$ cat config.mk
export PLATFORM = sky130hd
export DESIGN_NAME = link_pm_ctrl
export DESIGN_NICKNAME = d
export VERILOG_FILES = /design/src/rtl/link_pm_pkg.sv /design/src/rtl/lpm_rst_sync.sv /design/src/rtl/lpm_cycle_timer.sv /design/src/rtl/lpm_accept_policy.sv /design/src/rtl/link_pm_ctrl.sv
export SDC_FILE = /design/constraint.sdc
export NUM_CORES = 1
export LEC_CHECK = 0
export ABC_AREA = 1
export ABC_CLOCK_PERIOD_IN_PS = 800
export BUFFER_PORTS_ARGS = -buffer_cell sky130_fd_sc_hd__buf_4
export CORE_MARGIN = 2
export CORE_UTILIZATION = 50
export CTS_CLUSTER_SIZE = 28
export DETAILED_ROUTE_END_ITERATION = 7
export PLACE_DENSITY = 0.74
export SETUP_SLACK_MARGIN = 0.1
export SYNTH_ARGS = -nofsm -noshare
export SYNTH_HDL_FRONTEND = slang
export SYNTH_SLANG_ARGS = --single-unit
$ cat constraint.sdc
create_clock -name clk -period 0.8 [get_ports clk]
set_clock_uncertainty 0.15 [all_clocks]
set_input_delay 0.04 -clock clk [delete_from_list [all_inputs] [get_ports clk]]
set_output_delay 0.04 -clock clk [all_outputs]
set_load 0.02 [all_outputs]
$ cat src/rtl/link_pm_pkg.sv
package link_pm_pkg;
  typedef enum logic [1:0] {LV_U0 = 2'd0, LV_U1 = 2'd1, LV_U2 = 2'd2, LV_U3 = 2'd3} lvl_t;
  typedef enum logic [2:0] {
    CM_REQ_U1 = 3'd0, CM_REQ_U2 = 3'd1, CM_REQ_U3 = 3'd2,
    CM_ACCEPT = 3'd3, CM_REJECT = 3'd4
  } cmd_t;
  typedef enum logic [1:0] {PH_ACT, PH_WAIT, PH_SLEEP, PH_EXIT} phase_t;
endpackage

$ cat src/rtl/lpm_rst_sync.sv
module lpm_rst_sync (
  input  logic clk,
  input  logic rst_n,
  output logic rst_sync_n
);
  logic [1:0] sync_q;
  always_ff @(posedge clk or negedge rst_n) begin
    if (!rst_n) sync_q <= 2'b00;
    else        sync_q <= {sync_q[0], 1'b1};
  end
  assign rst_sync_n = sync_q[1];
endmodule

$ cat src/rtl/lpm_cycle_timer.sv
module lpm_cycle_timer #(
  parameter int W = 5
) (
  input  logic         clk,
  input  logic         rst_n,
  input  logic         load_i,
  input  logic [W-1:0] load_val_i,
  input  logic         dec_i,
  output logic         zero_o
);
  logic [W-1:0] cnt_q, cnt_d;
  logic         cnt_en;

  always_comb begin
    cnt_en = load_i || (dec_i && (cnt_q != '0));
    cnt_d  = load_i ? load_val_i : cnt_q - 1'b1;
  end

  always_ff @(posedge clk or negedge rst_n) begin
    if (!rst_n)      cnt_q <= '0;
    else if (cnt_en) cnt_q <= cnt_d;
  end

  assign zero_o = (cnt_q == '0);

  p_no_wrap_r7: assert property (@(posedge clk) disable iff (!rst_n)
    (zero_o && dec_i && !load_i) |=> zero_o);
endmodule

$ cat src/rtl/lpm_accept_policy.sv
module lpm_accept_policy
  import link_pm_pkg::*;
#(
  parameter bit IS_DOWNSTREAM = 1'b1
) (
  input  logic [2:0] cmd_i,
  input  logic       traffic_i,
  input  logic       allow_u1_i,
  input  logic       allow_u2_i,
  output logic       is_req_o,
  output logic       accept_o,
  output lvl_t       want_o
);
  always_comb begin
    is_req_o = 1'b1;
    accept_o = 1'b0;
    want_o   = LV_U0;
    case (cmd_i)
      CM_REQ_U1: begin want_o = LV_U1; accept_o = !traffic_i && allow_u1_i; end
      CM_REQ_U2: begin want_o = LV_U2; accept_o = !traffic_i && allow_u2_i; end
      CM_REQ_U3: begin want_o = LV_U3; accept_o = !IS_DOWNSTREAM; end
      default:   is_req_o = 1'b0;
    endcase
  end
endmodule

$ cat src/rtl/link_pm_ctrl.sv
module link_pm_ctrl
  import link_pm_pkg::*;
#(
  parameter bit IS_DOWNSTREAM = 1'b1,
  parameter int EXIT_U1       = 4,
  parameter int EXIT_U2       = 10,
  parameter int EXIT_U3       = 24,
  parameter int RSP_TIMEOUT   = 16
) (
  input  logic       clk,
  input  logic       rst_n,
  input  logic [1:0] pm_req_i,
  input  logic       allow_u1_i,
  input  logic       allow_u2_i,
  input  logic       u1_demote_en_i,
  input  logic       idle_exp_i,
  input  logic       traffic_pend_i,
  input  logic       cmd_rx_vld_i,
  input  logic [2:0] cmd_rx_i,
  output logic       cmd_tx_vld_o,
  output logic [2:0] cmd_tx_o,
  output logic [1:0] lvl_o,
  output logic       wake_o
);
  localparam int MAXV = (EXIT_U3 > RSP_TIMEOUT) ? EXIT_U3 : RSP_TIMEOUT;
  localparam int TW   = $clog2(MAXV + 1);
  localparam logic [TW-1:0] RSP_LOAD = TW'(RSP_TIMEOUT - 1);

  logic   rst_i_n;
  phase_t phase_q, phase_d;
  lvl_t   tgt_q, tgt_d;
  logic   txv_q, txv_d;
  logic [2:0] txc_q, txc_d;
  logic   rsp_load, rsp_dec, rsp_zero;
  logic   ex_load, ex_dec, ex_zero;
  logic [TW-1:0] ex_val;
  logic   rx_is_req, rx_accept_ok;
  lvl_t   rx_want;
  logic   loc_ok;

  lpm_rst_sync u_rst (.clk(clk), .rst_n(rst_n), .rst_sync_n(rst_i_n));

  lpm_accept_policy #(.IS_DOWNSTREAM(IS_DOWNSTREAM)) u_pol (
    .cmd_i(cmd_rx_i), .traffic_i(traffic_pend_i),
    .allow_u1_i(allow_u1_i), .allow_u2_i(allow_u2_i),
    .is_req_o(rx_is_req), .accept_o(rx_accept_ok), .want_o(rx_want));

  lpm_cycle_timer #(.W(TW)) u_rsp_tmr (
    .clk(clk), .rst_n(rst_i_n), .load_i(rsp_load), .load_val_i(RSP_LOAD),
    .dec_i(rsp_dec), .zero_o(rsp_zero));

  lpm_cycle_timer #(.W(TW)) u_exit_tmr (
    .clk(clk), .rst_n(rst_i_n), .load_i(ex_load), .load_val_i(ex_val),
    .dec_i(ex_dec), .zero_o(ex_zero));

  function automatic logic [TW-1:0] exit_len(lvl_t l);
    case (l)
      LV_U1:   exit_len = TW'(EXIT_U1 - 1);
      LV_U2:   exit_len = TW'(EXIT_U2 - 1);
      default: exit_len = TW'(EXIT_U3 - 1);
    endcase
  endfunction

  assign loc_ok = (pm_req_i != 2'd0) && !traffic_pend_i &&
                  ((pm_req_i != 2'd3) || IS_DOWNSTREAM);

  always_comb begin
    phase_d  = phase_q;
    tgt_d    = tgt_q;
    txv_d    = 1'b0;
    txc_d    = txc_q;
    rsp_load = 1'b0;
    rsp_dec  = 1'b0;
    ex_load  = 1'b0;
    ex_dec   = 1'b0;
    ex_val   = exit_len(tgt_q);
    case (phase_q)
      PH_ACT: begin
        if (cmd_rx_vld_i && rx_is_req) begin
          txv_d = 1'b1;
          if (rx_accept_ok) begin
            txc_d   = CM_ACCEPT;
            tgt_d   = rx_want;
            phase_d = PH_SLEEP;
          end else begin
            txc_d = CM_REJECT;
          end
        end else if (loc_ok) begin
          txv_d    = 1'b1;
          txc_d    = {1'b0, pm_req_i - 2'd1};
          tgt_d    = lvl_t'(pm_req_i);
          phase_d  = PH_WAIT;
          rsp_load = 1'b1;
        end
      end
      PH_WAIT: begin
        if (cmd_rx_vld_i && cmd_rx_i == CM_ACCEPT) begin
          phase_d = PH_SLEEP;
        end else if ((cmd_rx_vld_i && cmd_rx_i == CM_REJECT) || rsp_zero) begin
          phase_d = PH_ACT;
          tgt_d   = LV_U0;
        end else begin
          rsp_dec = 1'b1;
        end
      end
      PH_SLEEP: begin
        if (traffic_pend_i || cmd_rx_vld_i) begin
          phase_d = PH_EXIT;
          ex_load = 1'b1;
        end else if (tgt_q == LV_U1 && idle_exp_i && u1_demote_en_i) begin
          tgt_d = LV_U2;
        end
      end
      default: begin
        if (ex_zero) begin
          phase_d = PH_ACT;
          tgt_d   = LV_U0;
        end else begin
          ex_dec = 1'b1;
        end
      end
    endcase
  end

  always_ff @(posedge clk or negedge rst_i_n) begin
    if (!rst_i_n) begin
      phase_q <= PH_ACT;
      tgt_q   <= LV_U0;
      txv_q   <= 1'b0;
      txc_q   <= CM_REJECT;
    end else begin
      phase_q <= phase_d;
      tgt_q   <= tgt_d;
      txv_q   <= txv_d;
      txc_q   <= txc_d;
    end
  end

  assign cmd_tx_vld_o = txv_q;
  assign cmd_tx_o     = txc_q;
  assign lvl_o        = (phase_q == PH_SLEEP || phase_q == PH_EXIT) ? tgt_q : LV_U0;
  assign wake_o       = (phase_q == PH_EXIT);

  p_idle_hold_r1: assert property (@(posedge clk) disable iff (!rst_i_n)
    (phase_q == PH_ACT && !cmd_rx_vld_i && pm_req_i == 2'd0)
      |=> (lvl_o == LV_U0 && !cmd_tx_vld_o));

  p_drop_on_timeout_r4: assert property (@(posedge clk) disable iff (!rst_i_n)
    (phase_q == PH_WAIT && rsp_zero && !cmd_rx_vld_i) |=> (phase_q == PH_ACT));

  p_busy_reject_r5: assert property (@(posedge clk) disable iff (!rst_i_n)
    (phase_q == PH_ACT && cmd_rx_vld_i && traffic_pend_i &&
     (cmd_rx_i == CM_REQ_U1 || cmd_rx_i == CM_REQ_U2))
      |=> (cmd_tx_vld_o && cmd_tx_o == CM_REJECT && lvl_o == LV_U0));

  p_wake_on_traffic_r6: assert property (@(posedge clk) disable iff (!rst_i_n)
    (phase_q == PH_SLEEP && (traffic_pend_i || cmd_rx_vld_i)) |=> wake_o);

  p_exit_lands_u0_r7: assert property (@(posedge clk) disable iff (!rst_i_n)
    $fell(wake_o) |-> (lvl_o == LV_U0));

  p_no_up_suspend_req_r9: assert property (@(posedge clk) disable iff (!rst_i_n)
    (!IS_DOWNSTREAM) |-> !(cmd_tx_vld_o && cmd_tx_o == CM_REQ_U3));

  p_up_takes_u3_r10: assert property (@(posedge clk) disable iff (!rst_i_n)
    (!IS_DOWNSTREAM && phase_q == PH_ACT && cmd_rx_vld_i && cmd_rx_i == CM_REQ_U3)
      |=> (cmd_tx_vld_o && cmd_tx_o == CM_ACCEPT && lvl_o == LV_U3));
endmodule

### After elaboration in Yosys (flattened, before gate mapping)

Cells that the tools add are included.
Widths: inputs -> output; s select.

| storage, ports and cells | value |
|---|---|
| bits in registers | 20 |
| input port bits | 13 |
| output and inout bits | 7 |
| word-level logic and storage cells | 94 |

| operators by class | value |
|---|---|
| add/sub/neg operators | 3 |
| eq/ne operators | 17 |
| muxes and demuxes | 37 |
| reductions and logical operators | 30 |

Operator list:

| operator | count |
|---|---|
| $mux 2 | 14 |
| $pmux 2 s3 | 3 |
| $mux 1 | 13 |
| $logic_and 1x1->1 | 10 |
| $logic_not 5->1 | 2 |
| $mux 5 | 2 |
| $ne 2x2->1 const B | 5 |
| $pmux 5 s2 | 1 |
| $reduce_bool 5->1 | 2 |
| $sub 5x1->5 const B | 2 |
| $mux 3 | 3 |
| $ne 3x3->1 const B | 3 |
| $reduce_and 7->1 | 1 |
| $eq 2x2->1 const B | 3 |
| $eq 3x2->1 const B | 2 |
| $reduce_or 3->1 | 2 |
| $logic_or 1x1->1 | 5 |
| $reduce_and 5->1 | 1 |
| $eq 2x1->1 const B | 2 |
| $reduce_bool 2->1 | 2 |
| $reduce_bool 4->1 | 1 |
| $eq 3x1->1 const B | 1 |
| $eq 3x3->1 const B | 1 |
| $logic_not 3->1 | 1 |
| 5 further kinds | 5 |

### Logic depth before layout (Yosys ltp)

Gate-level depths: netlist (run 1).

| depth | value |
|---|---|
| depth after elaboration | 8 |
| depth in mapped cells | 11 |
| depth with buffers taken out | 11 |

### Cells and area by module

From an unflattened synthesis (run 1), not the netlist that was laid out.

| second synthesis, totals | value |
|---|---|
| cells, all modules | 205 |
| area, all modules | 1,427.6 µm² |

Modules (own cells, without submodules):

| module | instances | cells an instance | area an instance (µm²) | sequential area each (µm²) |
|---|---|---|---|---|
| lpm_cycle_timer | 2 | 43 | 336.6 | 125.1 |
| link_pm_ctrl | 1 | 103 | 639.4 | 201.4 |
| lpm_accept_policy | 1 | 13 | 61.3 | 0.0 |
| lpm_rst_sync | 1 | 3 | 53.8 | 50.0 |

### Least setup slack after synthesis (run 1)

OpenSTA, ideal clock, no wires.

| timing | value |
|---|---|
| kind | flip-flop to flip-flop |
| start | reg u_rsp_tmr.cnt_q[0] |
| end | reg tgt_q[1] |
| setup time | 0.118 ns |
| arrival time | 1.258 ns |
| required time | 0.532 ns |
| setup slack | -0.727 ns |
| cell stages (with the launch flop) | 12 |
| buffers on the path | 0 |
| clock period less this slack | 1.527 ns |
| cell sequence | dfrtp_1 inv_1 ha_1 inv_1 nor2_1 nand2_1 nand3_2 inv_1 nor2_1 nand3_1 nand2_1 nand2_1 |

| between the ends | value |
|---|---|
| word-level cells in the longest chain between the ends | 4 |

Ends and longest elaborated chain:

| element | line | RTL |
|---|---|---|
| start: declaration | lpm_cycle_timer.sv:11 | `logic [W-1:0] cnt_q, cnt_d;` |
| start signal: assignment | lpm_cycle_timer.sv:21 | `else if (cnt_en) cnt_q <= cnt_d;` |
| $logic_not 5->1 | lpm_cycle_timer.sv:24 | `assign zero_o = (cnt_q == '0);` |
| $logic_or 1x1->1 | link_pm_ctrl.sv:99 | `end else if ((cmd_rx_vld_i && cmd_rx_i == CM_REJECT) \|\| rsp_zero) begin` |
| $ne 2x2->1 (no source line) | - |  |
| $reduce_and 7->1 (no source line) | - |  |
| end signal: assignment | link_pm_ctrl.sv:133 | `tgt_q <= tgt_d;` |
| end: declaration | link_pm_ctrl.sv:31 | `lvl_t tgt_q, tgt_d;` |

Every way passes these cells.
A chain may end at the register's enable or synchronous reset.

### Final worst setup path (run 1)

| timing | value |
|---|---|
| start | reg u_rsp_tmr.cnt_q[0] |
| end | reg u_rsp_tmr.cnt_q[2] |

| between the ends | value |
|---|---|
| word-level cells in the longest chain between the ends | 7 |
| elaborated cells on any way between the ends | 10 |
| classes of those cells | add/sub: 1; mux: 4; reduce/logical: 5 |

Ends and longest elaborated chain:

| element | line | RTL |
|---|---|---|
| $logic_not 5->1 | lpm_cycle_timer.sv:24 |  |
| $logic_or 1x1->1 | link_pm_ctrl.sv:99 |  |
| $mux 1 | link_pm_ctrl.sv:99 |  |
| $mux 1 | link_pm_ctrl.sv:97 | `if (cmd_rx_vld_i && cmd_rx_i == CM_ACCEPT) begin` |
| $mux 1 | link_pm_ctrl.sv:77 | `case (phase_q)` |
| $logic_and 1x1->1 | lpm_cycle_timer.sv:15 | `cnt_en = load_i \|\| (dec_i && (cnt_q != '0));` |
| $logic_or 1x1->1 | lpm_cycle_timer.sv:15 |  |

Several ways; a longest one is shown, not always the timed one.

==> results.py, run 1 <==
metrics = {
    "worst_setup_path": {
        "cp_top_family": "simple AND/OR/NAND/NOR gates",
        "cpPeakStageDelay_ps": 390,
        "startpoint_type": "flip-flop",
        "crit_path_end_kind": "flip-flop",
        "crit_buf_inv": 2,
        "crit_type": "flip-flop to flip-flop",
        "required_ps": 870,
        "worst_path_most_repeated_cell": "nand2_1",
        "path_max_fanout": 6,
        "crit_chain": "inv_2, ha_2, inv_1, nor2_1, nand2_1, nand3_2, nor2_4, nand2_2, xor2_2, nand2_1",
        "cpMaxStageDelayCell": "dfrtp_1",
        "critPathArrivalTime_ps": 1650,
    },
    "clock_tree": {
        "cts-hold-fix-buffers": 1,
        "cts_tree": "built",
        "clockBufferDepth": 2,
        "cts_sinks": 20,
        "clk_pin_slew_ps": 130,
        "htreeDepth": 1,
        "cts_made_buffers": 3,
        "clk_latency_ps": 320,
        "clock-root-buffer": "clkbuf_4",
    },
    "cells_and_area": {
        "nNetsFinal": 277,
        "final_cells": 285,
        "drive_above_1_share_pct": 47.45,
        "antenna_cells": 0,
        "syn2layout_area_growth_pct": 63.35,
        "final_core_util_pct": 86.99,
    },
    "synthesis": {
        "syn-num-nets": 206,
        "syn_area_per_cell_sq_um": 7.196,
        "synth_area_sq_um": 1331,
        "ys_seq_area_share_pct": 37.69,
        "synth_cell_types": 24,
        "synth-seq-cells": 20,
        "yosysWarnings": 0,
        "syn_inst": 185,
    },
    "sta": {
        "rsz0062_at_grt": "yes",
        "fmax_mhz": 633.1,
        "setup_violations": 25,
        "hold_viol_final": 2,
        "hold_ws_ps": -133.6,
        "fin_crit_sh_pct": 197.4,
        "drv_slew": 0,
        "min_period_ps": 1579,
        "finalWorstSetupSlack_ps": -779.5,
    },
    "route": {
        "topRoutingLayerUsed": "met4",
        "routed_wl_um": 4667,
        "post_drt_wl_per_cell_um": 16.38,
        "antenna_left": 0,
        "met2_length_um": 2515,
        "met3RoutedLength_um": 249,
        "firstDrtPassIters": 4,
        "wl_met1_um": 1716,
        "vias": 1590,
        "drt-vias-per-instance": 5.579,
        "drc": 0,
        "drt_iter0_markers": 147,
    },
    "floorplanning": {
        "die_w_um": 55.60,
        "rows": 18,
        "io_pins": 20,
        "die-area_sq_um": 3091,
        "start_util_pct": 53.25,
        "dieHeight_um": 55.60,
        "core-area_sq_um": 2500,
    },
    "pwr": {
        "power_density_nw_per_um2": 3589,
        "p_leak_nw": 1.189,
        "irDropWorstVdd_mv": 2.834,
    },
    "min_path": {
        "hold_path_class": "input pin to asynchronous set/reset pin",
    },
    "grt": {
        "grt_overflow_total": 0,
        "first_global_vias": 1627,
        "antenna_found_initial": 0,
        "grt_pass1_wl_um": 7093,
        "grt_util_all_layers_pct": 29.17,
        "grt_max_degree": 19,
    },
    "placed_design": {
        "port_buffers": 19,
        "hpwl_um": 2481,
        "gp_congestion": 0.7895,
        "placed_cells": 270,
        "place_ws_ps": -748.6,
    },
    "status": {
        "status": "finished with violations",
        "violations": "negative hold slack, negative setup slack",
    },
    "flow_run": {
        "max-cap-violations": 0,
    },
}
==> final timing paths <==
check / from / endpoint / slack [ps] / depth (start not counted)
worst max-delay path: u_rsp_tmr.cnt_q[0] / u_rsp_tmr.cnt_q[2] / -780 / 10
worst min-delay path: rst_n / u_rst.sync_q[1] / -130 / 2
worst max register to register: u_rsp_tmr.cnt_q[0] / u_rsp_tmr.cnt_q[2] / -780 / 10
worst min register to register: u_rst.sync_q[1] / u_rsp_tmr.cnt_q[1] / 50 / 1
max in group asynchronous: u_rst.sync_q[1] / cmd_tx_o[2] / 240 / 1
min in group clk: pm_req_i[0] / cmd_tx_o[0] / 20 / 5
==> layer usage <==
metal / GRT usage (%) / vias up
li1: - / 723
met1: 33.48 / 775
met2: 54.08 / 69
met3: 2.791 / 23
met4: 13.24 / 0
met5: 0 / -
==> cell usage after synthesis <==
| library cell | n | area, sq um |
|---|---|---|
| nor2_2 | 4 | 25.02 |
| a21o_1 | 1 | 7.510 |
| inv_2 | 6 | 22.52 |
| inv_1 | 28 | 105.1 |
| o21ai_0 | 4 | 20.02 |
| nand3_2 | 3 | 30.03 |
| o21ai_1 | 2 | 10.01 |
| nor2_1 | 16 | 60.06 |
| nand2_2 | 2 | 12.51 |
| o211ai_1 | 2 | 15.01 |
| a21oi_2 | 1 | 8.760 |
| conb_1 | 1 | 3.750 |
| dfstp_2 | 1 | 26.28 |
| nand4_1 | 7 | 43.79 |
| dfrtp_1 | 19 | 475.5 |
| nor2_4 | 1 | 11.26 |
| nand2_1 | 52 | 195.2 |
| nand3_1 | 17 | 85.08 |
| ha_1 | 8 | 100.1 |
| nand2_4 | 1 | 11.26 |
| a31oi_1 | 3 | 18.77 |
| a21oi_1 | 2 | 10.01 |
| o21a_1 | 1 | 7.510 |
| xor2_1 | 3 | 26.28 |
==> placed cells by master (no fill, tap or decap), types with 2 or more instances in the layout <==
master    Yosys  layout
buf_4         0      46
nand2_1      52      42
inv_1        28      20
buf_6         0      17
dfrtp_1      19      16
nand3_1      17      14
nor2_1       16      13
inv_2         6      11
nand2_2       2       7
nand4_1       7       7
nand2_4       1       5
nor2_4        1       5
nand3_2       3       5
ha_1          8       5
o21ai_1       2       4
inv_4         0       3
nor2_2        4       3
a31oi_1       3       3
clkbuf_4      0       3
dfrtp_2       0       3
xor2_2        0       2
o211ai_1      2       2
a21oi_1       2       2
ha_4          0       2
buf_12        0       2
==> report_power, final <==
group	leakage (nW)	internal [W]	switching [W]
clock	0.0279	0.000507	0.000363
combinational	0.929	0.00244	0.00268
sequential	0.233	0.00146	0.000360
total	1.19	0.00440	0.00340
==> timing repair <==
| item | CTS | global route |
|---|---|---|
| setup endpoints to repair | 25 | 25 |
| setup buffers | 6 | 6 |
| pin swaps | 13 | 11 |
| resized for setup | 37 | 17 |
| hold endpoints to repair | 3 | 2 |
==> state kept, by name, summed over array words and instances (netlist names) <==
name and count:
cmd_tx_o 3, u_rsp_tmr.cnt_q 5, u_exit_tmr.cnt_q 5, tgt_q 2, phase_q 2, u_rst.sync_q 2
cmd_tx_vld_o 1
==> final cells by class <==
| type | count | area [sq um] |
|---|---|---|
| clock inverter | 1 | 30.03 |
| clock buffer | 3 | 22.52 |
| tap | 30 | 37.54 |
| sequential | 20 | 505.5 |
| timing repair buffer | 66 | 586.8 |
| fill | 108 | 325.3 |
| multi-input combinational | 131 | 857.1 |
| inverter | 34 | 135.1 |
==> metrics by stage <==
stage               power (W)  area [sq um]  setup TNS [ps]
global placement     0.005116          1822          -10960
global route         0.008281          2175          -16720
floorplan            0.003811          1359           -9163
finish               0.007804          2175          -15220
CTS                  0.007053          2086          -14260
detailed placement   0.005316          1822          -11800
==> worst register-to-register path, stage by stage, from the launching register on <==
cell,delay (ps)
dfrtp_1,390
inv_2,60
ha_2,170
inv_1,50
nor2_1,30
nand2_1,60
nand3_2,100
nor2_4,200
nand2_2,90
xor2_2,130
nand2_1,60
==> kinds of logic after synthesis <==
| logic type | count (synthesis) | synth area share [%] |
|---|---|---|
| xor gates and xnor gates | 3 | 1.974 |
| buffers and inverters | 34 | 9.586 |
| other | 1 | 0.2817 |
| and+or+nand+nor | 103 | 35.62 |
| DFF | 20 | 37.69 |
| AOI/OAI and AO/OA | 16 | 7.331 |
| adders and majority gates | 8 | 7.519 |
No activity file was read; power rests on OpenSTA's default activity.
==> run 2, diff against run 1 <==
Settings changed: ABC_CLOCK_PERIOD_IN_PS 800 to 1730, CORE_UTILIZATION 50 to 55, PLACE_DENSITY 0.74 to 0.77.
Clock period 0.8 ns to 1.73 ns, I/O delays scaled along.
==> results.py, run 2 (same netlist as run 1, synthesis figures left out) <==
metrics = {
    "placed_design": {
        "gp_congestion": 0.7866,
        "port_buffers": 19,
        "hpwl_um": 2172,
        "place_ws_ps": 48.35,
        "dpl_cell_area_sq_um": 1524,
    },
    "cells_and_area": {
        "antenna_cells": 0,
        "nNetsFinal": 239,
        "fin_area_sq_um": 1668,
        "drive_above_1_share_pct": 26.27,
        "nFillCells": 173,
        "layout_common_cells": "51 x nand2_1, 25 x inv_1, 25 x buf_4, 18 x dfrtp_1, 16 x nand3_1",
        "multi_input_area_sq_um": 732.0,
        "syn2layout_area_growth_pct": 25.28,
        "seqCellArea_sq_um": 503.0,
        "final_common_cell": "nand2_1",
    },
    "grt": {
        "grt_pass1_wl_um": 5002,
        "first_global_vias": 1240,
        "grt_max_degree": 19,
        "grt_util_all_layers_pct": 24.46,
        "grt_overflow_total": 0,
        "antenna_found_initial": 0,
    },
    "worst_setup_path": {
        "crit_chain": "inv_2, ha_4, inv_2, nor2_2, nand2_1, nand3_2, nor2_4, inv_2, nand2_1, o211ai_1",
        "worst_path_most_repeated_cell": "inv_2",
        "startpoint_type": "flip-flop",
        "crit_type": "flip-flop to flip-flop",
        "required_ps": 1770,
        "critPathArrivalTime_ps": 1670,
        "crit_buf_inv": 3,
        "path_max_fanout": 7,
        "cp_top_family": "simple AND/OR/NAND/NOR gates",
        "cpPeakStageDelay_ps": 410,
        "crit_path_end_kind": "flip-flop",
        "cpMaxStageDelayCell": "dfrtp_1",
    },
    "route": {
        "vias": 1297,
        "drt-vias-per-instance": 5.294,
        "drc": 0,
        "antenna_left": 0,
        "drt_iter0_markers": 53,
        "post_drt_wl_per_cell_um": 12.49,
        "routed_wl_um": 3060,
        "firstDrtPassIters": 4,
    },
    "floorplanning": {
        "io_pins": 20,
        "dieHeight_um": 53.20,
        "core-area_sq_um": 2255,
        "die_w_um": 53.20,
        "rows": 17,
        "die-area_sq_um": 2830,
        "start_util_pct": 59.05,
    },
    "pwr": {
        "p_leak_nw": 0.9371,
        "irDropWorstVdd_mv": 0.9572,
        "power_density_nw_per_um2": 1562,
    },
    "sta": {
        "setup_violations": 0,
        "drv_slew": 0,
        "rsz0062_at_grt": "yes",
        "fin_crit_sh_pct": 94.67,
        "finalWorstSetupSlack_ps": 92.24,
        "hold_ws_ps": 33.18,
        "fmax_mhz": 610.6,
        "hold_viol_final": 0,
        "min_period_ps": 1638,
        "tns_ps": 0,
    },
    "clock_tree": {
        "htreeDepth": 1,
        "clock-root-buffer": "clkbuf_4",
        "cts_sinks": 20,
        "clockBufferDepth": 2,
        "cts_tree": "built",
        "clk_latency_ps": 320,
        "clk_pin_slew_ps": 110,
        "cts_made_buffers": 3,
    },
    "status": {
        "status": "completed",
    },
    "flow_run": {
        "max-cap-violations": 0,
    },
    "min_path": {
        "hold_path_class": "input pin to flip-flop",
    },
}
-- run 2: cell count changes in the layout (fill, tap and decap cells not counted), moves of 3 or more --
| cell | change |
|---|---|
| nand2_2 | -4 |
| o21ai_0 | +3 |
| buf_6 | -17 |
| nand2_1 | +9 |
| nand2_4 | -4 |
| inv_4 | -3 |
| inv_1 | +5 |
| nor2_4 | -3 |
| buf_4 | -21 |
-- run 2: what timing repair did --
item | CTS | global route
setup endpoints to repair | 2 | 12
setup buffers | 0 | 4
pin swaps | 0 | 4
resized for setup | 2 | 9
hold buffers | 3 | 0
hold endpoints to repair | 3 | 0
-- run 2: metal layers --
layer	up-vias	part of all wire (%)	global-route usage, %
met1	606	42	27.30
met5	-	0	0
met4	0	2.4	12.82
li1	646	-	-
met3	9	3.5	3.955
met2	36	52	43.83
-- run 2: layout make-up --
| cell class | instances | area share, % |
|---|---|---|
| Multi-Input combinational cell | 131 | 43.89 |
| Tap cell | 28 | 2.101 |
| Clock inverter | 1 | 1.800 |
| Sequential cell | 20 | 30.16 |
| Timing Repair Buffer | 28 | 13.05 |
| Inverter | 34 | 7.652 |
| Clock buffer | 3 | 1.350 |
-- run 2: tightest hold or removal path, cell delays in order --
cell and delay (ps):
buf_4 110, inv_1 40, nand2_1 60, nand3_1 100, a31oi_1 80
-- run 2: path summary, 6_finish.rpt --
check,slack [ps],from,to,depth (start not counted)
max in group asynchronous,840,rst_n,u_rst.sync_q[1],3
min reg2reg,50,u_rst.sync_q[1],u_exit_tmr.cnt_q[2],1
min,30,allow_u1_i,cmd_tx_o[0],5
min in group asynchronous,50,u_rst.sync_q[1],u_exit_tmr.cnt_q[2],1
max reg2reg,90,u_rsp_tmr.cnt_q[1],u_rsp_tmr.cnt_q[1],10
max,90,u_rsp_tmr.cnt_q[1],u_rsp_tmr.cnt_q[1],10
-- run 2: report_power, final --
| part | switching [W] | total [W] | leakage [nW] | internal, W |
|---|---|---|---|---|
| registers | 0.000174 | 0.000845 | 0.235 | 0.000672 |
| clock network | 0.000162 | 0.000396 | 0.0279 | 0.000235 |
| logic | 0.000808 | 0.00136 | 0.674 | 0.000555 |
| total | 0.00114 | 0.00261 | 0.937 | 0.00146 |
-- run 2: metrics by stage --
step / std cells / total power (W) / util, %
4_1_cts: 241 / 0.002466 / 71.37
5_1_grt: 245 / 0.002830 / 73.97
6_report: 245 / 0.002605 / 73.97
3_3_place_gp: 234 / 0.001978 / 67.59
2_1_floorplan: 185 / 0.001701 / -
3_5_place_dp: 234 / 0.002048 / 67.59
==> run 3, diff against run 2 <==
Settings changed: MAX_ROUTING_LAYER from default to met4.
==> results.py, run 3 (same netlist as run 1, synthesis figures left out) <==
metrics = {
    "worst_setup_path": {
        "r2r-start": "u_rsp_tmr.cnt_q[1]",
        "cpPeakStageDelay_ps": 410,
        "critPathArrivalTime_ps": 1670,
        "cp-startpoint": "u_rsp_tmr.cnt_q[1]",
        "cpMaxStageDelayCell": "dfrtp_1",
        "worst_path_most_repeated_cell": "inv_2",
        "crit_chain": "inv_2, ha_4, inv_2, nor2_2, nand2_1, nand3_2, nor2_4, inv_2, nand2_1, o211ai_1",
        "crit_path_end_kind": "flip-flop",
        "crit_cells": 10,
        "startpoint_type": "flip-flop",
        "required_ps": 1760,
        "reg2regPathDepth": 10,
        "crit_buf_inv": 3,
        "crit_type": "flip-flop to flip-flop",
        "path_max_fanout": 7,
        "cp_top_family": "simple AND/OR/NAND/NOR gates",
    },
    "route": {
        "antenna_left": 0,
        "drt_iter0_markers": 53,
        "drc": 0,
        "post_drt_wl_per_cell_um": 12.56,
        "firstDrtPassIters": 4,
        "drt-vias-per-instance": 5.384,
        "vias": 1319,
        "routed_wl_um": 3076,
    },
    "pwr": {
        "power_w": 0.002607,
        "power_density_nw_per_um2": 1563,
        "irDropWorstVdd_mv": 0.9559,
        "p_leak_nw": 0.9371,
    },
    "status": {
        "status": "completed",
    },
    "clock_tree": {
        "cts_tree": "built",
        "htreeDepth": 1,
        "cts_sinks": 20,
        "clock-root-buffer": "clkbuf_4",
        "clk_pin_slew_ps": 110,
        "cts_made_buffers": 3,
        "clockBufferDepth": 2,
        "clk_latency_ps": 310,
    },
    "placed_design": {
        "port_buffers": 19,
        "gp_congestion": 0.7977,
        "hpwl_um": 2172,
        "dpl_cell_area_sq_um": 1524,
    },
    "floorplanning": {
        "dieHeight_um": 53.20,
        "rows": 17,
        "io_pins": 20,
        "core-area_sq_um": 2255,
        "die-area_sq_um": 2830,
        "die_w_um": 53.20,
        "start_util_pct": 59.05,
    },
    "min_path": {
        "holdCritStartpoint": "allow_u1_i",
        "whs_path_depth": 5,
        "hold_path_class": "input pin to flip-flop",
    },
    "cells_and_area": {
        "nNetsFinal": 239,
        "drive_above_1_share_pct": 26.27,
        "fin_area_sq_um": 1668,
        "syn2layout_area_growth_pct": 25.28,
        "layout_common_cells": "51 x nand2_1, 25 x inv_1, 25 x buf_4, 18 x dfrtp_1, 16 x nand3_1",
        "final_common_cell": "nand2_1",
        "antenna_cells": 0,
    },
    "sta": {
        "tns_ps": 0,
        "fin_crit_sh_pct": 94.79,
        "hold_viol_final": 0,
        "hold_ws_ps": 37.16,
        "min_period_ps": 1640,
        "drv_slew": 0,
        "setup_violations": 0,
        "fmax_mhz": 609.8,
        "rsz0062_at_grt": "yes",
    },
    "grt": {
        "grt_max_degree": 19,
        "grt_util_all_layers_pct": 25.09,
        "grt_pass1_wl_um": 5002,
        "antenna_found_initial": 0,
        "grt_overflow_total": 0,
        "first_global_vias": 1241,
    },
    "flow_run": {
        "max-cap-violations": 0,
    },
}
-- run 3: cell counts in the layout (fill, tap and decap cells not counted) --
Identical to the previous run, type by type.
-- run 3: per-stage QoR --
step           cells  worst slack (ps)  util (%)
4_1_cts          241             134.9     71.37
3_5_place_dp     234             48.35     67.59
5_1_grt          245            -41.91     73.97
3_3_place_gp     234             156.4     67.59
2_1_floorplan    185             203.4         -
6_report         245             90.14     73.97
-- run 3: what timing repair did --
| item | CTS | global route |
|---|---|---|
| endpoints found under the setup margin | 2 | 12 |
| pin swaps | 0 | 4 |
| endpoints found under the hold margin | 3 | 0 |
| hold buffers | 3 | 0 |
| cloned | 0 | 0 |
| setup buffers | 0 | 4 |
| resized for setup | 2 | 9 |
-- run 3: worst min-delay path, cell delays in order --
cell and delay (ps):
buf_4 110, inv_1 40, nand2_1 60, nand3_1 100, a31oi_1 80
-- run 3: worst paths after layout --
kind / end / slack [ps]
worst min register to register: u_exit_tmr.cnt_q[1] / 50
worst max register to register: u_rsp_tmr.cnt_q[1] / 90
worst min-delay path: cmd_tx_o[0] / 40
worst max-delay path: u_rsp_tmr.cnt_q[1] / 90
max in group asynchronous: u_rst.sync_q[1] / 830
min in group asynchronous: u_exit_tmr.cnt_q[1] / 50
-- run 3: where the power goes --
| group | internal, W | switching (W) |
|---|---|---|
| Combinational | 0.000555 | 0.000814 |
| Sequential | 0.000672 | 0.000175 |
| Clock | 0.000234 | 0.000157 |
-- run 3: routing by layer --
layer  global-route usage (%)  wire length (um)  up-vias
li1                         -                 -      648
met1                    27.48              1250      616
met2                    43.83              1600       46
met3                    3.672               161        9
met4                    12.82                63        0
met5                        -                 0        -
-- run 3: layout make-up --
class	count	area, sq um
Sequential cell	20	503.0
Inverter	34	127.6
Multi-Input combinational cell	131	732.0
Clock inverter	1	30.03
Fill cell	173	586.8
Tap cell	28	35.03
Timing Repair Buffer	28	217.7
Clock buffer	3	22.52
